File: config.mk
export PLATFORM = sky130hd
export DESIGN_NAME = cpm_mask_unit
export DESIGN_NICKNAME = d
export VERILOG_FILES = /design/src/rtl/cpm_pkg.sv /design/src/rtl/cpm_slice.sv /design/src/rtl/cpm_chain.sv /design/src/rtl/cpm_mask_unit.sv
export SDC_FILE = /design/constraint.sdc
export NUM_CORES = 1
export LEC_CHECK = 0
export ABC_AREA = 1
export CAP_MARGIN = 20
export CORE_MARGIN = 2
export CORE_UTILIZATION = 33
export DETAILED_ROUTE_END_ITERATION = 10
export PLACE_DENSITY = 0.76
export SLEW_MARGIN = 15
export SYNTH_ARGS = -nofsm -noshare
export SYNTH_HDL_FRONTEND = slang
export SYNTH_SLANG_ARGS = --single-unit
File: constraint.sdc
create_clock -name clk -period 1.4 [get_ports clk]
set_clock_uncertainty 0.1 [all_clocks]
set_input_delay 0.28 -clock clk [delete_from_list [all_inputs] [get_ports clk]]
set_output_delay 0.28 -clock clk [all_outputs]
set_load 0.02 [all_outputs]
File: src/rtl/cpm_pkg.sv
package cpm_pkg;
  localparam int SLICE_W = 8;

  typedef enum logic [1:0] {
    SEG8  = 2'd0,
    SEG16 = 2'd1,
    SEG32 = 2'd2,
    SEG64 = 2'd3
  } seg_mode_e;
endpackage

File: src/rtl/cpm_slice.sv
// One adder slice: ((P|G) + G + cin) ^ P over W bits.
module cpm_slice #(
  parameter int W = 8
) (
  input  logic [W-1:0] prop,
  input  logic [W-1:0] gen,
  input  logic         cin,
  output logic [W-1:0] cmask,
  output logic         cout
);
  logic [W:0] total;

  assign total = {1'b0, prop | gen} + {1'b0, gen} + {{W{1'b0}}, cin};
  assign cmask = total[W-1:0] ^ prop;
  assign cout  = total[W];
endmodule

File: src/rtl/cpm_chain.sv
// Chain of slices; the radix decides which slice edges cut the carry.
module cpm_chain
  import cpm_pkg::*;
#(
  parameter int WIDTH   = 64,
  parameter int SLICE   = SLICE_W
) (
  input  logic [WIDTH-1:0] prop,
  input  logic [WIDTH-1:0] gen,
  input  seg_mode_e        radix,
  input  logic             cin,
  output logic [WIDTH-1:0] mask,
  output logic             cout,
  output logic             zero
);
  localparam int NSLICE = WIDTH / SLICE;

  logic [NSLICE:0]   link;
  logic [NSLICE-1:0] slice_cin;
  logic [2:0]        grp_lo;

  // low slice-index bits that must be zero at a segment start
  assign grp_lo  = 3'((4'd1 << radix) - 4'd1);
  assign link[0] = cin;

  for (genvar k = 0; k < NSLICE; k++) begin : g_slice
    localparam logic [2:0] KLO = 3'(k % 8);
    assign slice_cin[k] = ((KLO & grp_lo) == 3'd0) ? cin : link[k];

    cpm_slice #(.W(SLICE)) u_slice (
      .prop  (prop[k*SLICE +: SLICE]),
      .gen   (gen[k*SLICE +: SLICE]),
      .cin   (slice_cin[k]),
      .cmask (mask[k*SLICE +: SLICE]),
      .cout  (link[k+1])
    );
  end

  assign cout = link[NSLICE];
  assign zero = ~|mask;
endmodule

File: src/rtl/cpm_mask_unit.sv
module cpm_mask_unit
  import cpm_pkg::*;
#(
  parameter int WIDTH = 64
) (
  input  logic             clk,
  input  logic             rst_n,
  input  logic             in_valid,
  output logic             in_ready,
  input  logic [WIDTH-1:0] in_prop,
  input  logic [WIDTH-1:0] in_gen,
  input  logic [1:0]       in_radix,
  input  logic             in_vec_mode,
  input  logic             ca_flag_in,
  input  logic             so_flag_in,
  output logic             out_valid,
  input  logic             out_ready,
  output logic [WIDTH-1:0] out_mask,
  output logic             out_carry,
  output logic             out_ge,
  output logic             out_zero
);
  logic             accept;
  logic             cin_sel;
  logic [WIDTH-1:0] mask_d;
  logic             cout_d;
  logic             zero_d;

  assign in_ready = !out_valid || out_ready;
  assign accept   = in_valid && in_ready;
  assign cin_sel  = in_vec_mode ? so_flag_in : ca_flag_in;

  cpm_chain #(.WIDTH(WIDTH), .SLICE(SLICE_W)) u_chain (
    .prop  (in_prop),
    .gen   (in_gen),
    .radix (seg_mode_e'(in_radix)),
    .cin   (cin_sel),
    .mask  (mask_d),
    .cout  (cout_d),
    .zero  (zero_d)
  );

  always_ff @(posedge clk or negedge rst_n) begin
    if (!rst_n) begin
      out_valid <= 1'b0;
      out_mask  <= '0;
      out_carry <= 1'b0;
      out_ge    <= 1'b0;
      out_zero  <= 1'b1;
    end else begin
      if (accept) begin
        out_valid <= 1'b1;
        out_mask  <= mask_d;
        out_carry <= cout_d;
        out_ge    <= cout_d;
        out_zero  <= zero_d;
      end else if (out_ready) begin
        out_valid <= 1'b0;
      end
    end
  end
endmodule

# Word level (Yosys, flattened, before mapping)
# Cells that the tools add are included.
[classes]
add_sub_neg = 17
n_mul = 0
n_div = 0
order_cmp = 0
eq_ne = 0
shifts = 1
muxes = 10
n_bitwise = 16
reduce_logical = 13
[op_table]
columns = ["operator", "count"]
rows = [
  ["8-bit by 8-bit adder with 9-bit output", 8],
  ["9-bit by 1-bit adder with 9-bit output", 8],
  ["8-bit bitwise OR", 8],
  ["64-bit OR reduction", 1],
  ["8-bit XOR", 8],
  ["3-bit logical NOT", 7],
  ["1-bit 2-to-1 mux", 10],
  ["1-bit by 2-bit << shifter with 3-bit output (first input constant)", 1],
  ["3-bit by 1-bit subtractor with 3-bit output (second input constant)", 1],
  ["1-bit logical NOT", 2],
  ["2-bit nonzero test", 1],
  ["1-bit logical AND", 1],
  ["1-bit logical OR", 1],
]
[totals]
ff_bits = 67
latchBits = 0
mem_bits_rw = 0
rom_bits = 0
input_bits = 137
output_inout_bits = 69
wordCells = 61
n_memories = 0

# Longest topological paths before layout
[logic_depth]
ltp_word = 20
depth_mapped = 114
ltp_nobuf = 114

# Hierarchy
# From an unflattened synthesis, not the netlist that was laid out.
[unflattened]
hier_cells = 1076
hier_area_um2 = 6314.8
[by_module_without_submodules]
columns = ["module", "instances", "cells_per_inst", "area_per_inst_um2", "seq_area_each_um2"]
rows = [
  ["cpm_slice", 8, 86, 406.6, 0.0],
  ["cpm_mask_unit", 1, 294, 2666.3, 1677.9],
  ["cpm_chain", 1, 94, 395.4, 0.0],
]

# Worst setup path after synthesis
# No wires, ideal clock.
[synth_path]
path_type = "input to register"
from = "input in_vec_mode"
to = "register out_zero"
setup_time_ps = 61
arrival_ps = 10326
required_ps = 1239
setup_slack_ps = -9086
stages = 113
n_path_buf = 0
path_cell_list = "inv_1 -> nand2_1 -> nand2_1 -> ha_1 -> inv_1 -> nand2_1 -> ha_1 -> inv_1 -> nand2_1 -> nand4_1 -> nand2_1 -> a21oi_1 -> nor2_1 -> o31ai_1 -> inv_1 -> ha_1 -> inv_1 -> nand2_1 -> [... 77 more ...] -> inv_1 -> ha_1 -> inv_1 -> nand2_1 -> ha_1 -> inv_1 -> nand2_1 -> nand2_1 -> nand2_1 -> nor2_1 -> nand3_1 -> nor2_1 -> nand3_1 -> nor2_1 -> nand3_1 -> nor2_1 -> nand2_1 -> nand2_1"
[synth_between]
elab_chain_len = 19
elab_cells_between_ends = 26
classes_between = "add/sub (8); mux (8); bitwise (8); reduce/logical (2)"
[synth_rtl]
columns = ["item", "line", "rtl"]
rows = [
  ["from (decl)", "cpm_mask_unit.sv:13", "input logic in_vec_mode,"],
  ["1-bit 2-to-1 mux *", "cpm_mask_unit.sv:31", "assign cin_sel = in_vec_mode ? so_flag_in : ca_flag_in;"],
  ["9-bit by 1-bit adder with 9-bit output", "cpm_slice.sv:13", "assign total = {1'b0, prop | gen} + {1'b0, gen} + {{W{1'b0}}, cin};"],
  ["1-bit 2-to-1 mux", "cpm_chain.sv:28", "assign slice_cin[k] = ((KLO & grp_lo) == 3'd0) ? cin : link[k];"],
  ["9-bit by 1-bit adder with 9-bit output", "cpm_slice.sv:13", ""],
  ["1-bit 2-to-1 mux", "cpm_chain.sv:28", ""],
  ["9-bit by 1-bit adder with 9-bit output", "cpm_slice.sv:13", ""],
  ["1-bit 2-to-1 mux", "cpm_chain.sv:28", ""],
  ["9-bit by 1-bit adder with 9-bit output", "cpm_slice.sv:13", ""],
  ["[... 3 more ...]", "--", ""],
  ["9-bit by 1-bit adder with 9-bit output", "cpm_slice.sv:13", ""],
  ["1-bit 2-to-1 mux", "cpm_chain.sv:28", ""],
  ["9-bit by 1-bit adder with 9-bit output", "cpm_slice.sv:13", ""],
  ["1-bit 2-to-1 mux", "cpm_chain.sv:28", ""],
  ["9-bit by 1-bit adder with 9-bit output", "cpm_slice.sv:13", ""],
  ["8-bit XOR", "cpm_slice.sv:14", "assign cmask = total[W-1:0] ^ prop;"],
  ["64-bit OR reduction *", "cpm_chain.sv:40", "assign zero = ~|mask;"],
  ["1-bit logical NOT *", "cpm_chain.sv:40", ""],
  ["to (signal assigned)", "cpm_mask_unit.sv:56", "out_zero <= zero_d;"],
  ["to (decl)", "cpm_mask_unit.sv:21", "output logic out_zero"],
]
# Mark *: on every way between the ends. The rest lies on a longest branch, timed or not.
# A chain may end at the register's enable or synchronous reset.

# Worst setup path after layout
[layout_path]
from = "input so_flag_in"
to = "register out_zero"
[layout_between]
elab_chain_len = 19
elab_cells_between_ends = 26
classes_between = "add/sub (8); mux (8); bitwise (8); reduce/logical (2)"
[layout_rtl]
columns = ["item", "line", "rtl"]
rows = [
  ["from (decl)", "cpm_mask_unit.sv:15", "input logic so_flag_in,"],
  ["1-bit 2-to-1 mux *", "cpm_mask_unit.sv:31", ""],
  ["9-bit by 1-bit adder with 9-bit output", "cpm_slice.sv:13", ""],
  ["1-bit 2-to-1 mux", "cpm_chain.sv:28", ""],
  ["9-bit by 1-bit adder with 9-bit output", "cpm_slice.sv:13", ""],
  ["1-bit 2-to-1 mux", "cpm_chain.sv:28", ""],
  ["9-bit by 1-bit adder with 9-bit output", "cpm_slice.sv:13", ""],
  ["1-bit 2-to-1 mux", "cpm_chain.sv:28", ""],
  ["9-bit by 1-bit adder with 9-bit output", "cpm_slice.sv:13", ""],
  ["[... 3 more ...]", "--", ""],
  ["9-bit by 1-bit adder with 9-bit output", "cpm_slice.sv:13", ""],
  ["1-bit 2-to-1 mux", "cpm_chain.sv:28", ""],
  ["9-bit by 1-bit adder with 9-bit output", "cpm_slice.sv:13", ""],
  ["1-bit 2-to-1 mux", "cpm_chain.sv:28", ""],
  ["9-bit by 1-bit adder with 9-bit output", "cpm_slice.sv:13", ""],
  ["8-bit XOR", "cpm_slice.sv:14", ""],
  ["64-bit OR reduction *", "cpm_chain.sv:40", ""],
  ["1-bit logical NOT *", "cpm_chain.sv:40", ""],
]
# Marked as above.

==> flow_metrics.py <==
metrics = {
    "clock_tree": {
        "ctsLongestPathBuffers": 2,
        "cts_sinks": 67,
        "root_buffer": "clkbuf_16",
        "clk_pin_slew_ns": 0.06,
        "cts_tree": "done",
        "cts_buffers": 9,
        "clkLatencyLatePin_ns": 0.34,
        "h-tree-depth": 3,
    },
    "drt": {
        "via_per_inst": 4.76,
        "drt_first_iter_violations": 289,
        "drc": 0,
        "post_drt_wl_per_cell_microns": 14.5,
        "wirelength_mm": 23.6,
        "ant_nets": 0,
        "firstDrtPassIters": 5,
        "vias": 7720,
    },
    "global_routing": {
        "grt.total_usage_pct": 25.4,
        "grt_first_pass_wirelength_mm": 36.2,
        "grt_pass1_vias": 7619,
        "gr-total-overflow": 0,
        "grt_max_degree": 47,
        "antenna_found_initial": 0,
    },
    "cells_and_area": {
        "num_antenna_cells": 0,
        "nFillCells": 1366,
        "layout_commonest_cell": "nand2_1",
        "syn_to_final_growth_pct": 97.4,
        "layout.nets": 1550,
        "final_cell_mix": "243 x nand2_1, 218 x buf_4, 150 x inv_1",
        "fin_util_pct": 66.7,
        "final_area_sq_um": 11100,
        "fin_cells": 1622,
        "seq_area_sq_um": 1680,
        "multiInputGateArea_sq_um": 4200,
        "drive_gt1_share_pct": 39.0,
    },
    "power_and_ir_drop": {
        "leakage_nw": 5.99,
        "irDropWorstVdd_mv": 0.832,
        "p_switching_mw": 3.26,
        "power.internal_mw": 5.79,
        "power_frac_seq_pct": 27.3,
        "power_frac_comb_pct": 45.0,
        "powerDensity_nw_per_um2": 815,
        "clkPwrFrac_pct": 27.7,
        "swShare_pct": 36.1,
        "finalPower_mw": 9.05,
    },
    "floorplan": {
        "core-area_sq_um": 16600,
        "dieWidth_microns": 135,
        "rows": 47,
        "die-area_sq_um": 18100,
        "initial_core_util_pct": 33.8,
        "die_h_microns": 135,
        "io_pins": 206,
    },
    "placed_design": {
        "gp_congestion": 0.927,
        "port_buffers": 205,
        "post-place-ws_ns": -10.37,
        "dpl_cell_area_sq_um": 9640,
        "dp_hpwl_mm": 17.2,
        "dpl.cell_count": 1564,
    },
    "sta": {
        "fin_ws_ns": -9.52,
        "rsz0062_at_grt": "yes",
        "whs_ns": 0.182,
        "slew_violations": 0,
        "hold_viol_final": 0,
        "fmax_mhz": 91.5,
        "setup_viol_count_final": 64,
        "final.setup.tns_ns": -303.85,
        "final.period_utilization_pct": 780,
        "tightest_slew_ns": 0.579,
        "max-slew-margin-rel_pct": 61.4,
        "fin_crit_ns": 10.92,
    },
    "run": {
        "cap_violations": 0,
    },
    "critical_path": {
        "crit_fanout": 3,
        "endpoint_kind": "flip-flop",
        "critical_path_buf_inv_count": 24,
        "crit_slowest_cell": "or2_4",
        "critical-path-max-stage-delay_ns": 0.26,
        "worstPathArrival_ns": 11.11,
        "startpoint_type": "input pin",
        "required_ns": 1.59,
        "crit_top_cell": "nand2_2",
        "cp_top_family": "simple AND/OR/NAND/NOR gates",
        "crit_type": "in2reg",
    },
    "synthesis": {
        "synth_nets": 1110,
        "syn_area_sq_um": 5630,
        "yosysSeqAreaShare_pct": 29.8,
        "avgSynthCellArea_sq_um": 5.88,
        "yosysUniqueCellTypes": 31,
        "synthFlopType": "dfrtp_1",
        "yosysWarnings": 0,
        "synth_async_sr_flop_share_pct": 100,
        "synthCells": 957,
        "synth_edf_count": 0,
        "synth-seq-cells": 67,
    },
    "outcome": {
        "violations": "negative setup slack",
        "outcome": "finished, violations left",
    },
    "worst_hold_path": {
        "hold_path.class": "in2reg",
    },
}
==> cells by family after synthesis <==
group	after synthesis	synth area share, %
compound gates	138	13.3
xor+xnor	7	1.09
fa+ha+maj	16	3.56
buf+inv	192	13.0
flops	67	29.8
simple gates	537	39.2
==> power groups by stage <==
stage | clock (mW) | combinational, mW | sequential (mW)
6_report | 2.50 | 4.08 | 2.47
5_1_grt | 2.63 | 4.41 | 2.50
3_5_place_dp | 0 | 3.65 | 2.50
2_1_floorplan | 0 | 1.14 | 2.88
3_3_place_gp | 0 | 3.59 | 2.49
4_1_cts | 2.54 | 3.81 | 2.48
==> registers in the layout (all words and copies together), names as in the netlist <==
signal / flops
out_ge: 1
out_zero: 1
out_mask: 64
out_valid: 1
==> area by class of cell <==
| class | instances | share of cell area (%) |
|---|---|---|
| Timing Repair Buffer | 444 | 35.5 |
| Inverter | 177 | 6.16 |
| Clock inverter | 7 | 0.834 |
| Sequential cell | 67 | 15.1 |
| Tap cell | 220 | 2.48 |
| Multi-Input combinational cell | 698 | 37.8 |
| Clock buffer | 9 | 2.03 |
==> worst paths after layout <==
check	start	end	slack (ns)	depth (start not counted)
worst max-delay path	so_flag_in	out_zero	-9.52	114
worst min-delay path	in_prop[0]	out_mask[0]	0.18	4
worst max register to register	out_valid	out_mask[40]	-0.30	6
worst min register to register	out_mask[1]	out_mask[1]	0.38	2
max in group asynchronous	rst_n	out_zero	0.44	3
min in group asynchronous	rst_n	out_mask[4]	0.25	2
==> repair_timing <==
item                                    CTS  global route
gates resized for setup                 170           266
hold endpoints to repair                 66             0
gates cloned                              0             0
hold buffers                              1             0
pin swaps                                28            85
buffers inserted                         42            29
endpoints found under the setup margin  135           121
==> worst min-delay path: stages <==
cell and delay (ns):
clkbuf_2 0.11, nand2_1 0.05, nand2_1 0.07, o21ai_0 0.07
==> cells in the mapped netlist, drive strengths merged, types with 2 or more instances <==
library cell  count  area share [%]
a21boi            3            0.40
a21oi            47             4.3
a31oi             4            0.44
and2              2            0.22
buf               3            0.42
clkbuf           12            0.80
dfrtp            66              29
ha               16             3.6
inv             177              12
nand2           353              24
nand3            81             7.4
nand3b            3            0.40
nand4             2            0.22
nor2             91             6.6
nor3              4            0.36
o211ai            9             1.2
o21ai            70             6.3
o31ai             5            0.67
xor2              6            0.93
==> metal layers <==
metal	vias to the layer above	wire, microns	track usage, %
li1	3856	-	-
met1	3586	9400	29.6
met2	229	12000	44.9
met4	0	646	9.12
met3	49	1550	6.57
met5	-	0	0
No activity file was read; power rests on OpenSTA's default activity.
